===== config.mk =====
export PLATFORM = sky130hd
export DESIGN_NAME = mbus_bytewr
export DESIGN_NICKNAME = d
export VERILOG_FILES = /design/src/rtl/mbus_bytewr.sv
export SDC_FILE = /design/constraint.sdc
export NUM_CORES = 1
export LEC_CHECK = 0
export ABC_AREA = 1
export BUFFER_PORTS_ARGS = -buffer_cell sky130_fd_sc_hd__buf_2
export CORE_UTILIZATION = 43
export CTS_CLUSTER_SIZE = 10
export DETAILED_ROUTE_END_ITERATION = 6
export PLACE_DENSITY_LB_ADDON = 0.2
export SLEW_MARGIN = 20
export SYNTH_ARGS = -nofsm -noshare
export SYNTH_HDL_FRONTEND = slang
export SYNTH_SLANG_ARGS = --single-unit

===== constraint.sdc =====
create_clock -name clk -period 1.5 [get_ports clk]
set_clock_uncertainty 0.2 [all_clocks]
set_input_delay 0.075 -clock clk [delete_from_list [all_inputs] [get_ports clk]]
set_output_delay 0.075 -clock clk [all_outputs]
set_load 0.01 [all_outputs]

===== src/rtl/mbus_bytewr.sv =====
module mbus_bytewr #(
  parameter int PTR_W  = 21,
  parameter int DATA_W = 8,
  parameter int LEN_W  = 2
) (
  input  logic              clk,
  input  logic              rst_n,
  input  logic              req_valid,
  output logic              req_ready,
  input  logic [PTR_W-1:0]  req_ptr,
  input  logic [DATA_W-1:0] req_data,
  input  logic [LEN_W-1:0]  cfg_strobe_len,
  input  logic              cfg_addr20,
  input  logic              cfg_byte_mode_in,
  output logic              done,
  output logic [2*DATA_W-1:0] ad_out,
  output logic              ad_oe,
  output logic [PTR_W-2*DATA_W-2:0] a_hi,
  output logic              ale,
  output logic              oe_n,
  output logic              wrh_n,
  output logic              wrl_n,
  output logic              ba0,
  output logic              ub_n,
  output logic              lb_n,
  output logic              byte_mode_out
);
  localparam int AD_W = 2 * DATA_W;
  localparam int HI_W = PTR_W - AD_W - 1;

  typedef enum logic [2:0] {S_IDLE, S_ADDR, S_DATA, S_STRB, S_HOLD} st_t;

  st_t              st;
  logic [PTR_W-1:0] ptr_q;
  logic [DATA_W-1:0] dat_q;
  logic [LEN_W-1:0] len_q, cnt;
  logic             a20_q;
  logic             busy;

  always_ff @(posedge clk or negedge rst_n) begin
    if (!rst_n) begin
      st    <= S_IDLE;
      ptr_q <= '0;
      dat_q <= '0;
      len_q <= '0;
      cnt   <= '0;
      a20_q <= 1'b0;
    end else begin
      case (st)
        S_IDLE: if (req_valid) begin
          ptr_q <= req_ptr;
          dat_q <= req_data;
          len_q <= (cfg_strobe_len == '0) ? LEN_W'(1) : cfg_strobe_len;
          a20_q <= cfg_addr20;
          st    <= S_ADDR;
        end
        S_ADDR: st <= S_DATA;
        S_DATA: begin
          cnt <= LEN_W'(1);
          st  <= S_STRB;
        end
        S_STRB: begin
          if (cnt == len_q) st <= S_HOLD;
          else cnt <= cnt + LEN_W'(1);
        end
        S_HOLD: st <= S_IDLE;
        default: st <= S_IDLE;
      endcase
    end
  end

  assign busy          = (st != S_IDLE);
  assign req_ready     = !busy;
  assign ale           = (st == S_ADDR);
  assign wrh_n         = (st != S_STRB);
  assign wrl_n         = 1'b1;
  assign oe_n          = 1'b1;
  assign done          = (st == S_HOLD);
  assign ad_oe         = busy;
  assign ad_out        = !busy ? '0 :
                         ale   ? ptr_q[AD_W:1] : {dat_q, dat_q};
  assign a_hi          = (busy && a20_q) ? ptr_q[PTR_W-1:AD_W+1] : HI_W'(0);
  assign ba0           = busy && ptr_q[0];
  assign ub_n          = !(busy && ptr_q[0]);
  assign lb_n          = !(busy && !ptr_q[0]);
  assign byte_mode_out = cfg_byte_mode_in;
endmodule



; Word-level counts from Yosys, hierarchy flattened
; Cells that the tools add are included.
[op_classes]
n_eq_ne = 9
addsub = 1
n_mux = 9
reduce_logical = 14
[ops]
columns = op, count
row1 = 2-to-1 mux 16 bit, 2
row2 = one-hot mux 3 bit (4 select lines), 1
row3 = "equality test 3 x 2 -> 1 bit, second input constant", 2
row4 = 2-to-1 mux 3 bit, 2
row5 = "!= test 2 bit, second input constant", 3
row6 = AND reduction 2 bit, 3
row7 = zero test 1 bit, 4
row8 = 2-to-1 mux 2 bit, 2
row9 = 2-to-1 mux 4 bit, 1
row10 = one-hot mux 2 bit (2 select lines), 1
row11 = "equality test 3 x 1 -> 1 bit, second input constant", 1
row12 = "equality test 3 bit, second input constant", 1
row13 = logical AND 1 bit, 3
row14 = zero test 3 bit, 1
row15 = "!= test 3 x 2 -> 1 bit, second input constant", 1
row16 = nonzero test 3 bit, 1
row17 = "adder 2 x 1 -> 2 bit, second input constant", 1
row18 = equality test 2 bit, 1
row19 = zero test 2 bit, 1
row20 = nonzero test 2 bit, 1
[totals]
out_inout_bits = 31
elab_cells = 39
register_bits = 37

; Depth between registers and ports, before layout
; Gate-level depths: netlist of the first run.
[depth]
word_depth = 3
mapped_depth = 8
depth_no_buf = 8

; Worst setup path before layout of the first run
; Ideal clock, no wire load.
[synth_timing]
kind = reg-to-output
startpoint = register st[2]
endpoint = output ad_out[10]
n_path_buf = 1
required_ns = 1.225
arrival_ns = 1.244
path_stages_with_launch = 5
setup_slack_ns = -0.019
cell_sequence = dfrtp_1 > nor3_4 > buf_6 > nand2_1 > a21oi_1
[synth_via]
elab_chain_len = 3
word_cells_on_any_way = 4
cone_classes = eq/ne: 1 / mux: 2 / reduce/logical: 1
[synth_rtl]
columns = item, line
row1 = from (decl), 33  ; st_t st;
row2 = from (signal assigned), 42  ; st <= S_IDLE;
row3 = from (signal assigned), 55  ; st <= S_ADDR;
row4 = from (signal assigned), 57  ; S_ADDR: st <= S_DATA;
row5 = equality test 3 x 1 -> 1 bit, 74  ; assign ale = (st == S_ADDR);
row6 = via ale, 19  ; output logic ale,
row7 = 2-to-1 mux 16 bit, 81  ; ale ? ptr_q[AD_W:1] : {dat_q, dat_q};
row8 = 2-to-1 mux 16 bit, 80  ; assign ad_out = !busy ? '0 :
row9 = to (decl), 16  ; output logic [2*DATA_W-1:0] ad_out,
; The timed path passes the listed nets, and every way through them passes these cells.

; Worst setup path after layout of the first run
[layout_timing]
startpoint = register st[2]
endpoint = output ad_out[1]
[layout_via]
elab_chain_len = 3
word_cells_on_any_way = 4
cone_classes = eq/ne: 1 / mux: 2 / reduce/logical: 1
[layout_rtl]
columns = item, line
row1 = equality test 3 x 1 -> 1 bit, 74
row2 = 2-to-1 mux 16 bit, 81
row3 = 2-to-1 mux 16 bit *, 80
; Every way passes the cells marked *; elsewhere a longest branch is shown, timed or not.

==> metrics.txt, run 1 <==
critical path launch point type register; Critical Path Sink Type output port; Area growth syn-to-layout 68.56%; antenna diode count 0; Switching Power 0.002652 W; Tcrit/Tclk final 123.5%; Synth cell types 19; Final ANT Viol Nets 0; placed instance area 0.002201 mm²; status finished with violations; share of post-route cells with drive strength above 1 37.15%; CTS root buffer clkbuf_8; die area 0.004474 mm²; Hold Path Class input port to asynchronous set/reset pin; sequential area share after synthesis 51.14%; row count 23; die height 66.89 µm; Initial Util 44.94%; io pins 67; Net Sw Frac 42.43%; 1st-iter DRT viols 154; number of remaining DRC errors 0; Final setup viols 64; mux cell area share after synthesis 0%; global-route wire length before repair 8.135 mm; core area 0.004029 mm²; Post-Syn Area 0.001810 mm²; Post-Synth Simple-Gate Area 32.27%; drt pass-1 iters 4; Compound-Gate Fraction of Synth Area 6.773%; clock buffer count from CTS 5; fin. max-slew vios 0; Avg Cell Area, Syn 7.737 µm²; YS warnings 0; Finished Cell Area 0.003052 mm²; Seq pwr share 28.3%; H-tree levels 2; TNS Setup -16.02 ns; VDD IR max 0.001144 V; static leakage 1.637 nW; most common cell after layout, fill and taps aside nand2_1; Post-Synth XOR/XNOR Area 0.4838%; CTS tree done; die width 66.89 µm; clk slew on worst S/H paths 0.07 ns; largest fanout on the critical path 8; clk buf depth 2; RSZ-0062 raised after global routing true; pre-CTS setup slack -0.04936 ns; DR WL/cell 13.38 µm; Worst-Skew Late Latency 0.29 ns; RD Place Congestion 0.7798; crit path kind register to output port; flops & latches, synth 37; CTS sink count 37; clock share of power 13.4%; largest family of logic cells by synthesized area simple AND/OR/NAND/NOR gates; R2R cell count 8; Critical Path RT 1.22 ns; initial antenna violation count 0; Setup WS post-layout -0.3523 ns; final count of hold timing violations 0; Logic pwr share 58.3%; CP arrival 1.58 ns; Buffers on Ports 62; final WL 5.461 mm; vias after detailed routing 1946; failing checks setup timing; Int Power 0.003598 W; most frequent cells in the layout 113 x nand2_1, 61 x buf_2, 36 x dfrtp_1, 35 x dlygate4sd3_1, 15 x inv_1; GRT Total Usage 24.89%; Vias/cell 4.770; filler cell count 281; Power per Cell Area 2048 mW/mm²; post-synthesis adder-cell area fraction 0%; post-route minimum period 1.852 ns; FMAX 0.5399 GHz; GRT overflow 0; Max-cap violations 0; Net count, final 394; Cells after Synth 234; largest net degree at the start of global routing 38; placed wire-length estimate 2.904 mm; Final Power 0.006251 W; number of global-route vias before repair 1826
## critical path: stages, from the launching register on
cell,delay [ns]
dfrtp_2,0.44
nor3_4,0.22
buf_6,0.14
buf_12,0.12
nand2_1,0.08
a21oi_2,0.14
buf_2,0.15
## cells by family (layout without fill, tap and decap cells)
group,after synthesis,in the layout
compound gates,24,24
xor+xnor,1,1
buf+inv,30,153
flops,37,37
simple gates,141,141
other cells,1,2
## power by group through the flow
stage               combinational, W  sequential [W]  clock [W]
finish                       0.00365         0.00177   0.000836
global route                 0.00401         0.00182   0.000882
CTS                          0.00319         0.00173   0.000840
detailed placement           0.00254         0.00174          0
global placement             0.00252         0.00173          0
floorplan                    0.00168         0.00168          0
## flip-flops by register name (all words and copies together) (netlist names)
signal  cells
cnt         2
st          3
dat_q       8
ptr_q      21
a20_q       1
len_q       2
## cells in the mapped netlist, drive strengths merged
library cell	n	area, µm²
buf	11	93.83
o21ai	6	30.02
inv	19	71.31
nand2	125	476.7
xnor2	1	8.760
o21a	1	7.510
nand3	3	15.01
a21oi	17	85.08
nor3	2	32.53
conb	1	3.750
dfrtp	37	925.9
nand3b	1	7.510
nor2	10	52.55
## metal layers
metal	GRT usage, %	wire, µm	vias up
met2	40.66	2760	62
li1	-	-	959
met4	11.17	184	0
met3	5.651	211	17
met5	0	0	-
met1	31.06	2304	908
## through the flow
step | utilization [%] | cells | hold slack, ns
global placement | 54.63 | 347 | -0.05484
finish | 75.75 | 408 | 0.1531
global route | 75.75 | 408 | 0.1997
CTS | 70.47 | 399 | 0.1733
detailed placement | 54.63 | 347 | -0.05270
floorplan | - | 235 | -0.4206
## repair_timing
action                                  4_1_cts  5_1_grt
pin swaps                                    17        9
hold buffers                                 35        0
endpoints found under the hold margin        72        0
buffers inserted                              7        5
gates cloned                                  4        4
gates resized for setup                      28       26
endpoints found under the setup margin       26       64
## final timing paths
| check | from | endpoint | slack (ns) |
|---|---|---|---|
| hold reg to reg | dat_q[1] | dat_q[1] | 0.27 |
| min in group clk | dat_q[1] | dat_q[1] | 0.27 |
| setup reg to reg | st[2] | ptr_q[3] | -0.30 |
| hold / removal | rst_n | ptr_q[2] | 0.15 |
| max in group asynchronous | rst_n | st[2] | 0.59 |
| setup / recovery | st[2] | ad_out[1] | -0.35 |
## area by class of cell
class	instances	area, µm²	share of cell area, %
multi-input combinational	168	828.3	27.14
tap	50	62.56	2.050
timing repair inverter	3	28.78	0.9430
clock buffer	5	68.82	2.255
clock inverter	2	35.03	1.148
inverter	19	91.34	2.993
sequential	37	927.1	30.38
timing repair buffer	124	1010	33.09
No activity file was read; power rests on OpenSTA's default activity.
==> run 2: changes to the inputs <==
--- a/config.mk
+++ b/config.mk
@@ -5,8 +5,8 @@
 export SDC_FILE = /design/constraint.sdc
 export NUM_CORES = 1
 export LEC_CHECK = 0
-export ABC_AREA = 1
 export BUFFER_PORTS_ARGS = -buffer_cell sky130_fd_sc_hd__buf_2
+export CAP_MARGIN = 25
 export CORE_UTILIZATION = 43
 export CTS_CLUSTER_SIZE = 10
 export DETAILED_ROUTE_END_ITERATION = 6
==> run 2 against run 1 <==
The flow still finishes with violations (setup timing); count of clock-buffer cells in the layout increased by 1; setup slack worse by 0.078 ns; area after synthesis is 4.6% higher; register-to-register slack better by 0.02 ns; die area rose by 4.5%; non-clock buffer count is 18 lower; routed wire length shrank 14%; largest cell class is now multi-input combinational cells.
==> metrics.txt, run 2 <==
most common cell in the netlist dfrtp_1; Vias/cell 4.920 (+3.2%); wire length on met2 2.271 mm (-18%); critical-path cell list or3b_4, buf_12, nand2_4, a21oi_2, buf_2; vias after detailed routing 1545 (-21%); die width 68.38 µm (+2.2%); r2r setup slk -0.28 ns (+0.02 ns); initial antenna violation count 0 (unchanged); number of remaining DRC errors 0 (unchanged); Tcrit/Tclk final 128.7% (+5.2 points); GRT Total Usage 21.38% (-3.5 points); status finished with violations; DP Cell Count 266 (-23%); clock buffer count from CTS 5 (unchanged); RSZ-0062 raised after global routing true; largest fanout on the critical path 7 (-1); most common cell after layout, fill and taps aside buf_2; Final setup viols 59 (-7.8%); Buffers on Ports 62 (unchanged); Max-cap violations 0 (unchanged); failing checks setup timing; global-route wire length before repair 7.238 mm (-11%); Power per Cell Area 2001 mW/mm² (-2.3%); clk buf depth 2 (unchanged); post-route minimum period 1.930 ns (+0.07755 ns); 1st-iter DRT viols 69 (-55%); Setup WS post-layout -0.4298 ns (-0.07755 ns); crit path launch st[1]; critical path launch point type register; biggest area consumer among synthesized cells dfrtp_1; hold_ws 0.05548 ns (-0.09760 ns); Synth area leaders dfrtp_1 49%, mux2_4 24%, a21oi_1 5.3%; share of post-route cells with drive strength above 1 54.92% (+18 points); static leakage 1.467 nW (-10%); Max Used Layer met4; DR WL/cell 14.94 µm (+12%); clk slew on worst S/H paths 0.07 ns (about the same); drt pass-1 iters 4 (unchanged); VDD IR max 0.0009115 V (-20%); RR Startpoint st[2]; Hold Path Class input port to asynchronous set/reset pin; most frequent cells in the layout 61 x buf_2, 37 x dfrtp_1, 35 x dlygate4sd3_1, 30 x mux2_4, 14 x a21oi_2; RD Place Congestion 0.7194 (-7.7%); Net count, final 299 (-24%); routed wl met3 252 µm (+19%); fin. max-slew vios 0 (unchanged); Largest Register ptr_q; sequential area share after synthesis 48.88% (-2.3 points); placed wire-length estimate 2.965 mm (+2.1%); Largest register FFs 21 (unchanged); number of global-route vias before repair 1515 (-17%); Initial Util 46.03% (+1.1 points); Area growth syn-to-layout 53.76%; top cells by count, synth 37 x dfrtp_1, 30 x mux2_4, 25 x nand2_1; Critical Path Sink Type output port; Synth async-reset ratio 100.0% (unchanged); Final Non-Filler Cells 314 (-23%); CTS root buffer clkbuf_8; RR Endpoint ptr_q[3]; FMAX 0.5182 GHz (-4.0%); Worst-Skew Late Latency 0.28 ns (about the same); Critical Path RT 1.22 ns (about the same); final count of hold timing violations 0 (unchanged); crit path to ad_out[13]; CTS sink count 37 (unchanged); share of the synthesized area in the top cell type 48.88% (-2.3 points); H-tree levels 2 (unchanged); Largest regs ptr_q: 21 flops, dat_q: 8 flops, st: 3 flops; CP arrival 1.65 ns (+0.07 ns); top_reg_cell synth dfrtp_1; largest net degree at the start of global routing 21 (-45%); Avg Cell Area, Syn 11.91 µm² (+54%); final WL 4.691 mm (-14%); Synth cell types 28 (+9); YS warnings 0 (unchanged); Cells after Synth 159 (-32%); die area 0.004675 mm² (+4.5%); Final ANT Viol Nets 0 (unchanged); core area 0.004115 mm² (+2.1%); filler cell count 295 (+5.0%); R2R cell count 4 (-4); slowest cell delay on critical path 0.51 ns (+0.07 ns); die height 68.38 µm (+2.2%); Post-synth EDFFs 0 (unchanged); CTS tree done; slowest CP cell or3b_4; flops & latches, synth 37 (unchanged); antenna diode count 0 (unchanged); crit path kind register to output port; io pins 67 (unchanged); routed length on met1 2.160 mm (-6.3%); row count 23 (unchanged); GRT overflow 0 (unchanged); Post-Syn Area 0.001894 mm² (+4.6%)
## run 2: changes by cell type in the layout (fill, tap and decap cells not counted), sizes merged, moves of 2 or more
cell,change
nand2,-98
mux2,+31
buf,-15
inv,-14
nor2,-10
and3,+4
a21oi,+3
nor2b,+3
clkbuf,-2
nand2b,+2
nand3,-2
o21ai,-2
## run 2: timing repair
| action | 4_1_cts | 5_1_grt |
|---|---|---|
| endpoints found under the hold margin | 70 | 0 |
| hold buffers | 35 | 0 |
| gates cloned | 2 | 1 |
| gates resized for setup | 19 | 18 |
| endpoints found under the setup margin | 58 | 60 |
| pin swaps | 3 | 10 |
| setup buffers | 1 | 1 |
## run 2: how the worst min path moves through the flow
stage                from         to
finish              rst_n  ptr_q[16]
global route        rst_n  ptr_q[18]
CTS                 rst_n  ptr_q[16]
detailed placement  rst_n  ptr_q[18]
global placement    rst_n  ptr_q[19]
floorplan           rst_n      a20_q
## run 2: area by class of cell
type	count	area, µm²	area share, %
timing repair buffer	106	779.5	26.76
multi-input combinational	105	1007	34.58
timing repair inverter	2	15.01	0.5155
inverter	6	40.04	1.375
clock buffer	6	72.57	2.491
sequential	37	925.9	31.79
tap	50	62.56	2.148
clock inverter	2	10.01	0.3436
## run 2: cell families after synthesis
kind of cell	synth area share, %
multiplexers	24.90
buffers and inverters	6.934
XOR/XNOR	0.9249
AO/OA/AOI/OAI	7.530
flip-flops	48.88
other	0.1980
AND/OR/NAND/NOR	10.63
## run 2: worst max-delay path, delay by kind of cell (launching register included)
family	cells	cell delay [ns]
DFF	1	0.40
AOI/OAI and AO/OA	1	0.05
buffers and inverters	2	0.33
and+or+nand+nor	2	0.59
## run 2: stage by stage
stage                     area [µm²]  total power, W  util, %  setup TNS [ns]  worst slack (ns)
after CTS                       2818        0.005641    68.47          -18.64           -0.4004
after global placement          2301        0.004581    55.91          -11.30           -0.2708
after detailed placement        2301        0.004674    55.91          -13.24           -0.3168
after floorplan                 2007        0.003944        -          -13.83           -0.3381
final                           2913        0.005828    70.78          -18.49           -0.4298
after global routing            2913        0.006245    70.78          -21.86           -0.4885
## run 2: per-layer routing
layer / GRT usage, % / vias to the layer above
li1: - / 750
met1: 26.81 / 749
met2: 36.03 / 44
met3: 6.333 / 2
met4: 4.688 / 0
met5: 0 / -
## run 2: where the power goes
part | internal (W) | switching, W
combinational | 0.00177 | 0.00152
sequential | 0.00150 | 0.000380
clock | 0.000322 | 0.000346
total | 0.00358 | 0.00224
